===== config.mk =====
export PLATFORM = sky130hd
export DESIGN_NAME = alu8_flagcore
export DESIGN_NICKNAME = d
export VERILOG_FILES = /design/src/rtl/alu8_pkg.sv /design/src/rtl/alu8_addsub.sv /design/src/rtl/alu8_logic.sv /design/src/rtl/alu8_flagcore.sv
export SDC_FILE = /design/constraint.sdc
export NUM_CORES = 1
export LEC_CHECK = 0
export ABC_AREA = 1
export ABC_CLOCK_PERIOD_IN_PS = 5600
export CAP_MARGIN = 20
export CORE_MARGIN = 4
export CORE_UTILIZATION = 54
export CTS_CLUSTER_DIAMETER = 40
export CTS_CLUSTER_SIZE = 16
export DETAILED_ROUTE_END_ITERATION = 10
export PLACE_DENSITY_LB_ADDON = 0.2
export SLEW_MARGIN = 20
export SYNTH_ARGS = -nofsm -noshare
export SYNTH_HDL_FRONTEND = slang
export SYNTH_HIERARCHICAL = 1
export SYNTH_SLANG_ARGS = --single-unit

===== constraint.sdc =====
create_clock -name clk -period 5.6 [get_ports clk]
set_input_delay 1.68 -clock clk [delete_from_list [all_inputs] [get_ports clk]]
set_output_delay 1.68 -clock clk [all_outputs]
set_load 0.01 [all_outputs]

===== src/rtl/alu8_pkg.sv =====
package alu8_pkg;

   typedef enum logic [3:0] {
      OP_ADD  = 4'd0,
      OP_ADC  = 4'd1,
      OP_SUB  = 4'd2,
      OP_SBC  = 4'd3,
      OP_CMP  = 4'd4,
      OP_INC  = 4'd5,
      OP_DEC  = 4'd6,
      OP_AND  = 4'd7,
      OP_OR   = 4'd8,
      OP_XOR  = 4'd9,
      OP_NEG  = 4'd10,
      OP_CPL  = 4'd11,
      OP_SCF  = 4'd12,
      OP_CCF  = 4'd13,
      OP_RSVA = 4'd14,
      OP_RSVB = 4'd15
   } alu_op_e;

   localparam int FL_SIGN = 7;
   localparam int FL_ZERO = 6;
   localparam int FL_X5   = 5;
   localparam int FL_HALF = 4;
   localparam int FL_X3   = 3;
   localparam int FL_PV   = 2;
   localparam int FL_SUB  = 1;
   localparam int FL_CY   = 0;

   localparam int LOGIC_SEL_W = 2;

endpackage


===== src/rtl/alu8_addsub.sv =====
module alu8_addsub #(
   parameter int W  = 8,
   parameter int HB = 4
) (
   input  logic [W-1:0] a_i,
   input  logic [W-1:0] b_i,
   input  logic         sub_i,
   input  logic         cin_i,
   output logic [W-1:0] sum_o,
   output logic         half_o,
   output logic         carry_o,
   output logic         ovf_o
);
   localparam int MW = W - 1 - HB;

   if (HB < 1 || MW < 1) begin : g_bad_split
      $error("alu8_addsub: half-carry position must leave a middle segment");
   end

   logic [W-1:0]  bx;
   logic          c0;
   logic [HB:0]   lo_seg;
   logic [MW:0]   mid_seg;
   logic [1:0]    top_seg;

   assign bx = b_i ^ {W{sub_i}};
   assign c0 = cin_i ^ sub_i;

   assign lo_seg  = {1'b0, a_i[HB-1:0]} + {1'b0, bx[HB-1:0]} + {{HB{1'b0}}, c0};
   assign mid_seg = {1'b0, a_i[W-2:HB]} + {1'b0, bx[W-2:HB]} + {{MW{1'b0}}, lo_seg[HB]};
   assign top_seg = {1'b0, a_i[W-1]} + {1'b0, bx[W-1]} + {1'b0, mid_seg[MW]};

   assign sum_o   = {top_seg[0], mid_seg[MW-1:0], lo_seg[HB-1:0]};
   assign half_o  = lo_seg[HB] ^ sub_i;
   assign carry_o = top_seg[1] ^ sub_i;
   assign ovf_o   = mid_seg[MW] ^ top_seg[1];

   logic [W:0] whole_ref;
   assign whole_ref = {1'b0, a_i} + {1'b0, bx} + {{W{1'b0}}, c0};

   always_comb begin
      // segmented chain must equal one wide addition
      p_seg_sum_r3: assert ({top_seg[1], sum_o} == whole_ref)
         else $error("segmented sum mismatch");
   end

endmodule


===== src/rtl/alu8_logic.sv =====
module alu8_logic
   import alu8_pkg::*;
#(
   parameter int W           = 8,
   parameter bit FAST_PARITY = 1'b1
) (
   input  logic [W-1:0]             a_i,
   input  logic [W-1:0]             b_i,
   input  logic [LOGIC_SEL_W-1:0]   sel_i,
   output logic [W-1:0]             res_o,
   output logic                     even_o
);
   if (W < 2) begin : g_bad_width
      $error("alu8_logic: width must be at least 2");
   end

   always_comb begin
      case (sel_i)
         2'd0:    res_o = a_i & b_i;
         2'd1:    res_o = a_i | b_i;
         2'd2:    res_o = a_i ^ b_i;
         default: res_o = '0;
      endcase
   end

   if (FAST_PARITY) begin : g_par_reduce
      assign even_o = ~(^res_o);
   end else begin : g_par_chain
      logic [W:0] chain;
      assign chain[0] = 1'b0;
      for (genvar i = 0; i < W; i++) begin : g_link
         assign chain[i+1] = chain[i] ^ res_o[i];
      end
      assign even_o = ~chain[W];
   end

   always_comb begin
      // parity output means an even count of ones
      p_even_parity_r7: assert (even_o == (($countones(res_o) % 2) == 0))
         else $error("parity mismatch");
   end

endmodule


===== src/rtl/alu8_flagcore.sv =====
module alu8_flagcore
   import alu8_pkg::*;
#(
   parameter int DATA_W      = 8,
   parameter int HALF_POS    = 4,
   parameter bit FAST_PARITY = 1'b1
) (
   input  logic              clk,
   input  logic              rst,
   input  logic              valid_i,
   input  logic [3:0]        op_i,
   input  logic [DATA_W-1:0] acc_i,
   input  logic [DATA_W-1:0] opnd_i,
   output logic [DATA_W-1:0] result_o,
   output logic [7:0]        flags_o
);
   localparam int MSB = DATA_W - 1;

   if (DATA_W != 8) begin : g_bad_data_w
      $error("alu8_flagcore: flag layout needs an 8-bit datapath");
   end
   if (HALF_POS != DATA_W / 2) begin : g_bad_half
      $error("alu8_flagcore: half carry must sit at the nibble boundary");
   end

   alu_op_e op;
   assign op = alu_op_e'(op_i);

   logic [DATA_W-1:0] res_q, res_d;
   logic [7:0]        flg_q, flg_d;
   logic              c_old;
   assign c_old = flg_q[FL_CY];

   // adder operand steering
   logic [DATA_W-1:0] as_a, as_b, as_sum;
   logic              as_sub, as_cin, as_half, as_cy, as_ovf;

   always_comb begin
      as_a   = acc_i;
      as_b   = opnd_i;
      as_sub = 1'b0;
      as_cin = 1'b0;
      case (op)
         OP_ADC: as_cin = c_old;
         OP_SUB, OP_CMP: as_sub = 1'b1;
         OP_SBC: begin
            as_sub = 1'b1;
            as_cin = c_old;
         end
         OP_INC: begin
            as_b   = '0;
            as_cin = 1'b1;
         end
         OP_DEC: begin
            as_b   = {{(DATA_W-1){1'b0}}, 1'b1};
            as_sub = 1'b1;
         end
         OP_NEG: begin
            as_a   = '0;
            as_b   = acc_i;
            as_sub = 1'b1;
         end
         default: ;
      endcase
   end

   alu8_addsub #(.W(DATA_W), .HB(HALF_POS)) u_addsub (
      .a_i     (as_a),
      .b_i     (as_b),
      .sub_i   (as_sub),
      .cin_i   (as_cin),
      .sum_o   (as_sum),
      .half_o  (as_half),
      .carry_o (as_cy),
      .ovf_o   (as_ovf)
   );

   logic [LOGIC_SEL_W-1:0] lg_sel;
   logic [DATA_W-1:0]      lg_res;
   logic                   lg_even;

   always_comb begin
      case (op)
         OP_OR:   lg_sel = 2'd1;
         OP_XOR:  lg_sel = 2'd2;
         default: lg_sel = 2'd0;
      endcase
   end

   alu8_logic #(.W(DATA_W), .FAST_PARITY(FAST_PARITY)) u_logic (
      .a_i    (acc_i),
      .b_i    (opnd_i),
      .sel_i  (lg_sel),
      .res_o  (lg_res),
      .even_o (lg_even)
   );

   function automatic logic [7:0] pack_flags(
      input logic s, input logic z, input logic x5, input logic h,
      input logic x3, input logic pv, input logic n, input logic c);
      logic [7:0] f;
      f[FL_SIGN] = s;
      f[FL_ZERO] = z;
      f[FL_X5]   = x5;
      f[FL_HALF] = h;
      f[FL_X3]   = x3;
      f[FL_PV]   = pv;
      f[FL_SUB]  = n;
      f[FL_CY]   = c;
      return f;
   endfunction

   logic sum_zero, lg_zero;
   assign sum_zero = (as_sum == '0);
   assign lg_zero  = (lg_res == '0);

   always_comb begin
      res_d = res_q;
      flg_d = flg_q;
      case (op)
         OP_ADD, OP_ADC, OP_SUB, OP_SBC, OP_NEG: begin
            res_d = as_sum;
            flg_d = pack_flags(as_sum[MSB], sum_zero, as_sum[5], as_half,
                               as_sum[3], as_ovf, as_sub, as_cy);
         end
         OP_CMP: begin
            res_d = acc_i;
            flg_d = pack_flags(as_sum[MSB], sum_zero, opnd_i[5], as_half,
                               opnd_i[3], as_ovf, 1'b1, as_cy);
         end
         OP_INC, OP_DEC: begin
            res_d = as_sum;
            flg_d = pack_flags(as_sum[MSB], sum_zero, as_sum[5], as_half,
                               as_sum[3], as_ovf, as_sub, c_old);
         end
         OP_AND, OP_OR, OP_XOR: begin
            res_d = lg_res;
            flg_d = pack_flags(lg_res[MSB], lg_zero, lg_res[5], (op == OP_AND),
                               lg_res[3], lg_even, 1'b0, 1'b0);
         end
         OP_CPL: begin
            res_d         = ~acc_i;
            flg_d[FL_X5]  = acc_i[5];
            flg_d[FL_X3]  = acc_i[3];
            flg_d[FL_HALF] = 1'b1;
            flg_d[FL_SUB] = 1'b1;
         end
         OP_SCF: begin
            res_d          = acc_i;
            flg_d[FL_X5]   = acc_i[5];
            flg_d[FL_X3]   = acc_i[3];
            flg_d[FL_HALF] = 1'b0;
            flg_d[FL_SUB]  = 1'b0;
            flg_d[FL_CY]   = 1'b1;
         end
         OP_CCF: begin
            res_d          = acc_i;
            flg_d[FL_X5]   = acc_i[5];
            flg_d[FL_X3]   = acc_i[3];
            flg_d[FL_HALF] = c_old;
            flg_d[FL_SUB]  = 1'b0;
            flg_d[FL_CY]   = ~c_old;
         end
         default: ;
      endcase
   end

   always_ff @(posedge clk) begin
      if (rst) begin
         res_q <= '0;
         flg_q <= '0;
      end else if (valid_i) begin
         res_q <= res_d;
         flg_q <= flg_d;
      end
   end

   assign result_o = res_q;
   assign flags_o  = flg_q;

   // ---------------- assertions ----------------
   p_reset_clear_r1: assert property (@(posedge clk)
      rst |=> (flags_o == 8'h00 && result_o == '0))
      else $error("reset did not clear state");

   p_idle_hold_r2: assert property (@(posedge clk) disable iff (rst)
      !valid_i |=> ($stable(flags_o) && $stable(result_o)))
      else $error("state moved without strobe");

   p_cmp_keeps_acc_r5: assert property (@(posedge clk) disable iff (rst)
      (valid_i && op_i == OP_CMP) |=> (result_o == $past(acc_i)))
      else $error("compare altered result");

   p_incdec_carry_r6: assert property (@(posedge clk) disable iff (rst)
      (valid_i && (op_i == OP_INC || op_i == OP_DEC))
         |=> (flags_o[FL_CY] == $past(flags_o[FL_CY])))
      else $error("inc/dec touched carry");

   p_logic_clears_r7: assert property (@(posedge clk) disable iff (rst)
      (valid_i && (op_i == OP_AND || op_i == OP_OR || op_i == OP_XOR))
         |=> (flags_o[FL_SUB] == 1'b0 && flags_o[FL_CY] == 1'b0))
      else $error("logic op left N or C set");

   p_cpl_keeps_r9: assert property (@(posedge clk) disable iff (rst)
      (valid_i && op_i == OP_CPL)
         |=> (flags_o[FL_SIGN] == $past(flags_o[FL_SIGN]) &&
              flags_o[FL_ZERO] == $past(flags_o[FL_ZERO]) &&
              flags_o[FL_PV]   == $past(flags_o[FL_PV]) &&
              flags_o[FL_CY]   == $past(flags_o[FL_CY])))
      else $error("complement changed kept flags");

   p_scf_sets_r10: assert property (@(posedge clk) disable iff (rst)
      (valid_i && op_i == OP_SCF)
         |=> (flags_o[FL_CY] && !flags_o[FL_HALF] && !flags_o[FL_SUB]))
      else $error("set-carry flags wrong");

   p_ccf_swap_r11: assert property (@(posedge clk) disable iff (rst)
      (valid_i && op_i == OP_CCF)
         |=> (flags_o[FL_CY] != $past(flags_o[FL_CY]) &&
              flags_o[FL_HALF] == $past(flags_o[FL_CY])))
      else $error("complement-carry flags wrong");

   p_reserved_noop_r12: assert property (@(posedge clk) disable iff (rst)
      (valid_i && (op_i == OP_RSVA || op_i == OP_RSVB))
         |=> ($stable(flags_o) && $stable(result_o)))
      else $error("reserved code changed state");

endmodule


## Word-level counts from Yosys, hierarchy flattened

Index checks and enable logic that the tools add are counted.

- Output and inout bits: 16
- Flip-flop bits (word level): 16
- Word-level logic and storage cells: 73
- Input bits: 23

- Reduce and logical (&&, ||, !) cells: 24
- Mux-type cells: 12
- Equal/unequal tests: 15
- Add/sub/neg operators: 6
- Bitwise logic cells: 11

Operator list:

| kind | count |
|---|---|
| 8-bit case mux with 3 select lines | 2 |
| 8-bit case mux with 4 select lines | 1 |
| 4-bit == test, second input constant | 6 |
| 3-bit case mux with 6 select lines | 1 |
| 4-bit by 3-bit == test with 1-bit output, second input constant | 4 |
| 8-bit logical NOT | 2 |
| 8-bit bitwise XOR | 2 |
| 2-bit AND reduction | 5 |
| 5-bit OR reduction | 2 |
| 8-bit AND | 1 |
| 4-bit by 2-bit == test with 1-bit output, second input constant | 2 |
| 8-bit two-way mux | 1 |
| 8-bit NOT | 1 |
| 8-bit bitwise OR | 1 |
| 2-bit case mux with 2 select lines | 2 |
| 4-bit nonzero test | 2 |
| 8-bit OR reduction | 1 |
| 8-bit parity | 1 |
| 7-bit OR reduction | 1 |
| 6-bit nonzero test | 1 |
| 3-bit OR reduction | 2 |
| 6-bit OR reduction | 1 |
| 4-bit by 4-bit adder with 5-bit output | 1 |
| 5-bit by 1-bit adder with 5-bit output | 1 |
| 18 further kinds | 24 |

## Depth between registers and ports, before layout

- Depth after elaboration: 10
- Mapped depth: 24
- Mapped depth without buffers: 23

## By module

Netlist, hierarchy kept.

Modules (own cells, without submodules):

| module | sequential area each (µm²) | area each (µm²) | cells each | times used |
|---|---|---|---|---|
| alu8_flagcore | 320.3 | 1373.8 | 250 | 1 |
| alu8_logic | 0.0 | 734.5 | 133 | 1 |
| alu8_addsub | 0.0 | 451.7 | 65 | 1 |

## Worst setup path before layout

Ideal clock, no wire load.

- Kind: input port to flip-flop
- Start: input port op_i[1]
- End: register flg_q[6], in the netlist flags_o[6]
- Arrival: 5.073 ns
- Path slack: 0.395 ns
- Data required time: 5.468 ns
- Library setup time: 0.132 ns
- Stages: 23
- Path buffers: 2
- Cells stage by stage: inv_2 -> nor2_1 -> nand2_1 -> clkbuf_1 -> o211ai_1 -> buf_6 -> xnor2_1 -> fa_1 -> inv_1 -> fa_1 -> nand3_1 -> nand2_1 -> fa_1 -> nand2_1 -> nand2_1 -> nand2_1 -> fa_1 -> inv_1 -> nor2_1 -> nand4_1 -> nand2_1 -> nand3_1 -> a21oi_1

- Cells in the longest elaborated chain, start to end: 10
- Elaborated cells on any way between the ends: 37
- Classes of those cells: add/sub: 6; eq/ne: 12; mux: 7; bitwise: 2; reduce/logical: 10

Ends and longest elaborated chain:

| item | line | text |
|---|---|---|
| start, declared | alu8_flagcore.sv:11 | `input logic [3:0] op_i,` |
| 4-bit by 3-bit == test with 1-bit output, or another cell as far along | alu8_flagcore.sv:43 | `case (op)` |
| 5-bit OR reduction (no line) * | - |  |
| 1-bit two-way mux * | alu8_flagcore.sv:43 |  |
| net as_sub | alu8_flagcore.sv:36 | `logic as_sub, as_cin, as_half, as_cy, as_ovf;` |
| 8-bit bitwise XOR | alu8_addsub.sv:26 | `assign bx = b_i ^ {W{sub_i}};` |
| 4-bit by 4-bit adder with 5-bit output | alu8_addsub.sv:29 | `assign lo_seg = {1'b0, a_i[HB-1:0]} + {1'b0, bx[HB-1:0]} + {{HB{1'b0}}, c0};` |
| 5-bit by 1-bit adder with 5-bit output | alu8_addsub.sv:29 |  |
| 4-bit by 1-bit adder with 4-bit output | alu8_addsub.sv:30 | `assign mid_seg = {1'b0, a_i[W-2:HB]} + {1'b0, bx[W-2:HB]} + {{MW{1'b0}}, lo_seg[HB]};` |
| 2-bit by 1-bit adder with 2-bit output * | alu8_addsub.sv:31 | `assign top_seg = {1'b0, a_i[W-1]} + {1'b0, bx[W-1]} + {1'b0, mid_seg[MW]};` |
| net as_sum[7] | alu8_flagcore.sv:35 | `logic [DATA_W-1:0] as_a, as_b, as_sum;` |
| 8-bit logical NOT * | alu8_flagcore.sv:114 | `assign sum_zero = (as_sum == '0);` |
| 2-bit case mux with 2 select lines * | alu8_flagcore.sv:120 | `case (op)` |
| end signal, assigned | alu8_flagcore.sv:174 | `flg_q <= flg_d;` |
| end, declared | alu8_flagcore.sv:30 | `logic [7:0] flg_q, flg_d;` |

The timed path passes the listed nets; every way through them passes the cells marked *.
A chain may end at the register's enable or synchronous reset.

## Final worst setup path

- Start: input port op_i[2]
- End: register flg_q[6], in the netlist flags_o[6]

- Elaborated cells on any way between the ends: 37
- Classes of those cells: add/sub: 6; eq/ne: 12; mux: 7; bitwise: 2; reduce/logical: 10

RTL lines:

| item | line |
|---|---|
| 4-bit == test or 4-bit by 3-bit == test with 1-bit output (tied branches) | alu8_flagcore.sv:43 |
| 8-bit case mux with 3 select lines * | alu8_flagcore.sv:43 |
| net as_b[0] | alu8_flagcore.sv:35 |
| 8-bit bitwise XOR * | alu8_addsub.sv:26 |
| 4-bit by 4-bit adder with 5-bit output * | alu8_addsub.sv:29 |
| 5-bit by 1-bit adder with 5-bit output * | alu8_addsub.sv:29 |
| 4-bit by 1-bit adder with 4-bit output * | alu8_addsub.sv:30 |
| 2-bit by 1-bit adder with 2-bit output * | alu8_addsub.sv:31 |
| net as_sum[7] | alu8_flagcore.sv:35 |
| 8-bit logical NOT * | alu8_flagcore.sv:114 |
| 2-bit case mux with 2 select lines * | alu8_flagcore.sv:120 |

Marks and branches as above.

==> flow_summary.json <==
{
  "placement.setup.worst_slack_ns": 0.0483,
  "clk-insertion-delay-late_ns": 0.25,
  "skew_ns": 0.000620,
  "detailroute.via_count": 2945,
  "io_pins": 39,
  "hold_ws_ns": 0.465,
  "initial_utilization_pct": 57.2,
  "die_h_um": 76.9,
  "cellPowerDensity_mw_per_mm2": 181,
  "final_util_pct": 69.2,
  "detail_route.drc_violations": 0,
  "final-max-slew-violation-count": 0,
  "maxUsedRoutingLayer": "met4",
  "post-route-period-util_pct": 95.0,
  "synth_top_area_cell": "sky130_fd_sc_hd__nand2_1",
  "final.setup.worst_slack_ns": 0.281,
  "postCtsResizedCells": 0,
  "cts_sinks": 16,
  "postSynth.asyncResetShare_pct": 0,
  "antenna_found_initial": 0,
  "synth_top_area_share_pct": 20.2,
  "gp_congestion": 0.939,
  "avgSynthCellArea_sq_um": 5.71,
  "mappedNetlistArea_sq_mm": 0.00256,
  "post_synth_most_frequent_cells": "sky130_fd_sc_hd__nand2_1, sky130_fd_sc_hd__inv_1, sky130_fd_sc_hd__nor2_1",
  "total_wire_length_after_detailed_routing_um": 7050,
  "run_status": "complete, no violations",
  "post_synthesis_sequential_area_ratio_pct": 12.5,
  "synthTopCellsByArea": "sky130_fd_sc_hd__nand2_1, sky130_fd_sc_hd__dfxtp_1, sky130_fd_sc_hd__inv_1, sky130_fd_sc_hd__ha_1, sky130_fd_sc_hd__nor2_1",
  "hold_path.class": "reg -> reg",
  "critPathArrivalTime_ns": 5.44,
  "route.met2.wl_um": 3250,
  "avgRoutedWirePerCell_um": 12.9,
  "hpwl_um": 5800,
  "dieArea_sq_mm": 0.00591,
  "vias_per_cell": 5.40,
  "gr_overflow_total": 0,
  "wl_met3_um": 537,
  "tritoncts": "done",
  "yosys.cell_types.count": 28,
  "num_rows": 24,
  "edff_count_synth": 0,
  "cp_max_fo": 5,
  "synth_seq_cells": 16,
  "syn-instance-count": 448,
  "grt_pass1_vias": 2755,
  "syn2layout_area_growth_pct": 20.9,
  "syn-num-nets": 497,
  "crit_required_ns": 5.72,
  "synthMostInstantiatedCell": "sky130_fd_sc_hd__nand2_1",
  "wire_length_of_the_first_global_routing_pass_um": 12400,
  "drive_gt1_share_pct": 8.92,
  "tightest_slew_ns": 0.479,
  "timing.final.hold_violations": 0,
  "ant_nets": 0,
  "grt_start_max_net_pins": 16,
  "routedLengthMet1_um": 3080,
  "total_cts_buffers": 3,
  "period_minus_slack_ns": 5.32,
  "drt_pre_antenna_iters": 5,
  "accumulated_negative_setup_slack_ns": 0,
  "post_cts_hold_buffer_count": 0,
  "grtUsageTotal_pct": 24.9,
  "postCtsSetupRepairBufs": 0,
  "numPlacedInstances": 541,
  "finalNetCount": 543,
  "crit_type": "in -> reg",
  "fp.dieW_um": 76.9,
  "cellLeakagePower_nw": 1.78,
  "first_iter_violations": 276,
  "cts_max_level": 1,
  "finalSetupViolCount": 0,
  "antennaDiodeCount": 0,
  "worst_setup_path_start_kind": "primary input",
  "yosys_warn_count": 6,
  "ys.flop_type": "sky130_fd_sc_hd__dfxtp_1",
  "max_cap_viol_count": 0,
  "cts_root_buffer": "sky130_fd_sc_hd__clkbuf_8",
  "port-buffer-count": 38,
  "slew_limit_headroom_pct": 68.1,
  "crit_path_end_kind": "register",
  "peakVddDrop_mv": 0.176,
  "max_clock_freq_mhz": 188,
  "clk_pin_slew_worst_paths_ns": 0.06,
  "final_cells": 545,
  "placeableCoreArea_sq_mm": 0.00447,
  "final.fill_count": 428,
  "clk_path_buf_depth": 2
}
[cells in the final DEF (no fill, tap or decap), drive strengths merged, types with 5 or more instances in the layout]
cell type / synthesis / final
inv: 88 / 88
nand3: 42 / 42
xor2: 8 / 8
clkdlybuf4s50: 0 / 37
dfxtp: 16 / 16
nor2: 52 / 52
o21ai: 10 / 10
a21oi: 23 / 23
o22ai: 8 / 8
ha: 21 / 21
nand2: 143 / 143
nand4: 12 / 12
buf: 6 / 11
fa: 5 / 5
[final timing paths]
path	endpoint	cells past startpoint	slack [ns]	startpoint
worst min register to register	result_o[7]	2	0.47	result_o[7]
worst max-delay path	flags_o[6]	23	0.28	op_i[2]
worst min-delay path	result_o[7]	2	0.47	result_o[7]
worst max register to register	flags_o[6]	19	2.24	flags_o[0]
[critical path: stages]
cell and delay, ns:
sky130_fd_sc_hd__clkdlybuf4s50_1 0.54, sky130_fd_sc_hd__inv_2 0.09, sky130_fd_sc_hd__nor2_2 0.16, sky130_fd_sc_hd__buf_4 0.16, sky130_fd_sc_hd__nand2_1 0.10, sky130_fd_sc_hd__o211ai_1 0.13
sky130_fd_sc_hd__xnor2_1 0.18, sky130_fd_sc_hd__fa_1 0.20, sky130_fd_sc_hd__inv_1 0.07, sky130_fd_sc_hd__fa_1 0.42, sky130_fd_sc_hd__nand3_1 0.13, sky130_fd_sc_hd__nand2_1 0.08
sky130_fd_sc_hd__fa_1 0.43, sky130_fd_sc_hd__nand2_1 0.09, sky130_fd_sc_hd__nand2_1 0.07, sky130_fd_sc_hd__nand2_1 0.09, sky130_fd_sc_hd__fa_1 0.41, sky130_fd_sc_hd__inv_1 0.10
sky130_fd_sc_hd__nor2_1 0.05, sky130_fd_sc_hd__nand4_1 0.07, sky130_fd_sc_hd__nand2_1 0.05, sky130_fd_sc_hd__nand3_1 0.07, sky130_fd_sc_hd__a21oi_1 0.06
[power breakdown]
group          internal (mW)  total, mW  switching [mW]
Clock                 0.0623      0.101          0.0389
Sequential             0.127      0.133         0.00625
Combinational          0.134      0.327           0.193
[flip-flops by register name (all words and copies together) (netlist names)]
register / cells
result_o: 8
flags_o: 8
[final cells by class]
type,count,area [sq um],share of cell area (%)
sequential,16,320,10.4
inverter,88,330,10.7
multi-input combinational,336,1860,60.0
tap,52,65.1,2.10
timing repair buffer,49,465,15.0
clock buffer,4,55.1,1.78
[layer usage]
layer | vias to the layer above | track usage, %
li1 | 1491 | -
met1 | 1298 | 32.9
met2 | 134 | 40.8
met3 | 22 | 4.92
met4 | 0 | 7.61
met5 | - | 0
[logic make-up (layout without fill, tap and decap cells)]
family / after synthesis / count (layout) / share of synthesized area, %
simple gates: 253 / 253 / 44.1
xor+xnor: 12 / 12 / 4.11
compound gates: 45 / 45 / 9.97
buf+inv: 96 / 141 / 15.1
flops: 16 / 16 / 12.5
fa+ha+maj: 26 / 26 / 14.2
[stage by stage]
step                power [mW]  instance area [sq um]
floorplan                0.355                   2560
global placement         0.449                   3030
detailed placement       0.456                   3030
CTS                      0.558                   3090
global route             0.617                   3090
finish                   0.561                   3090
No activity file was read; power rests on OpenSTA's default activity.
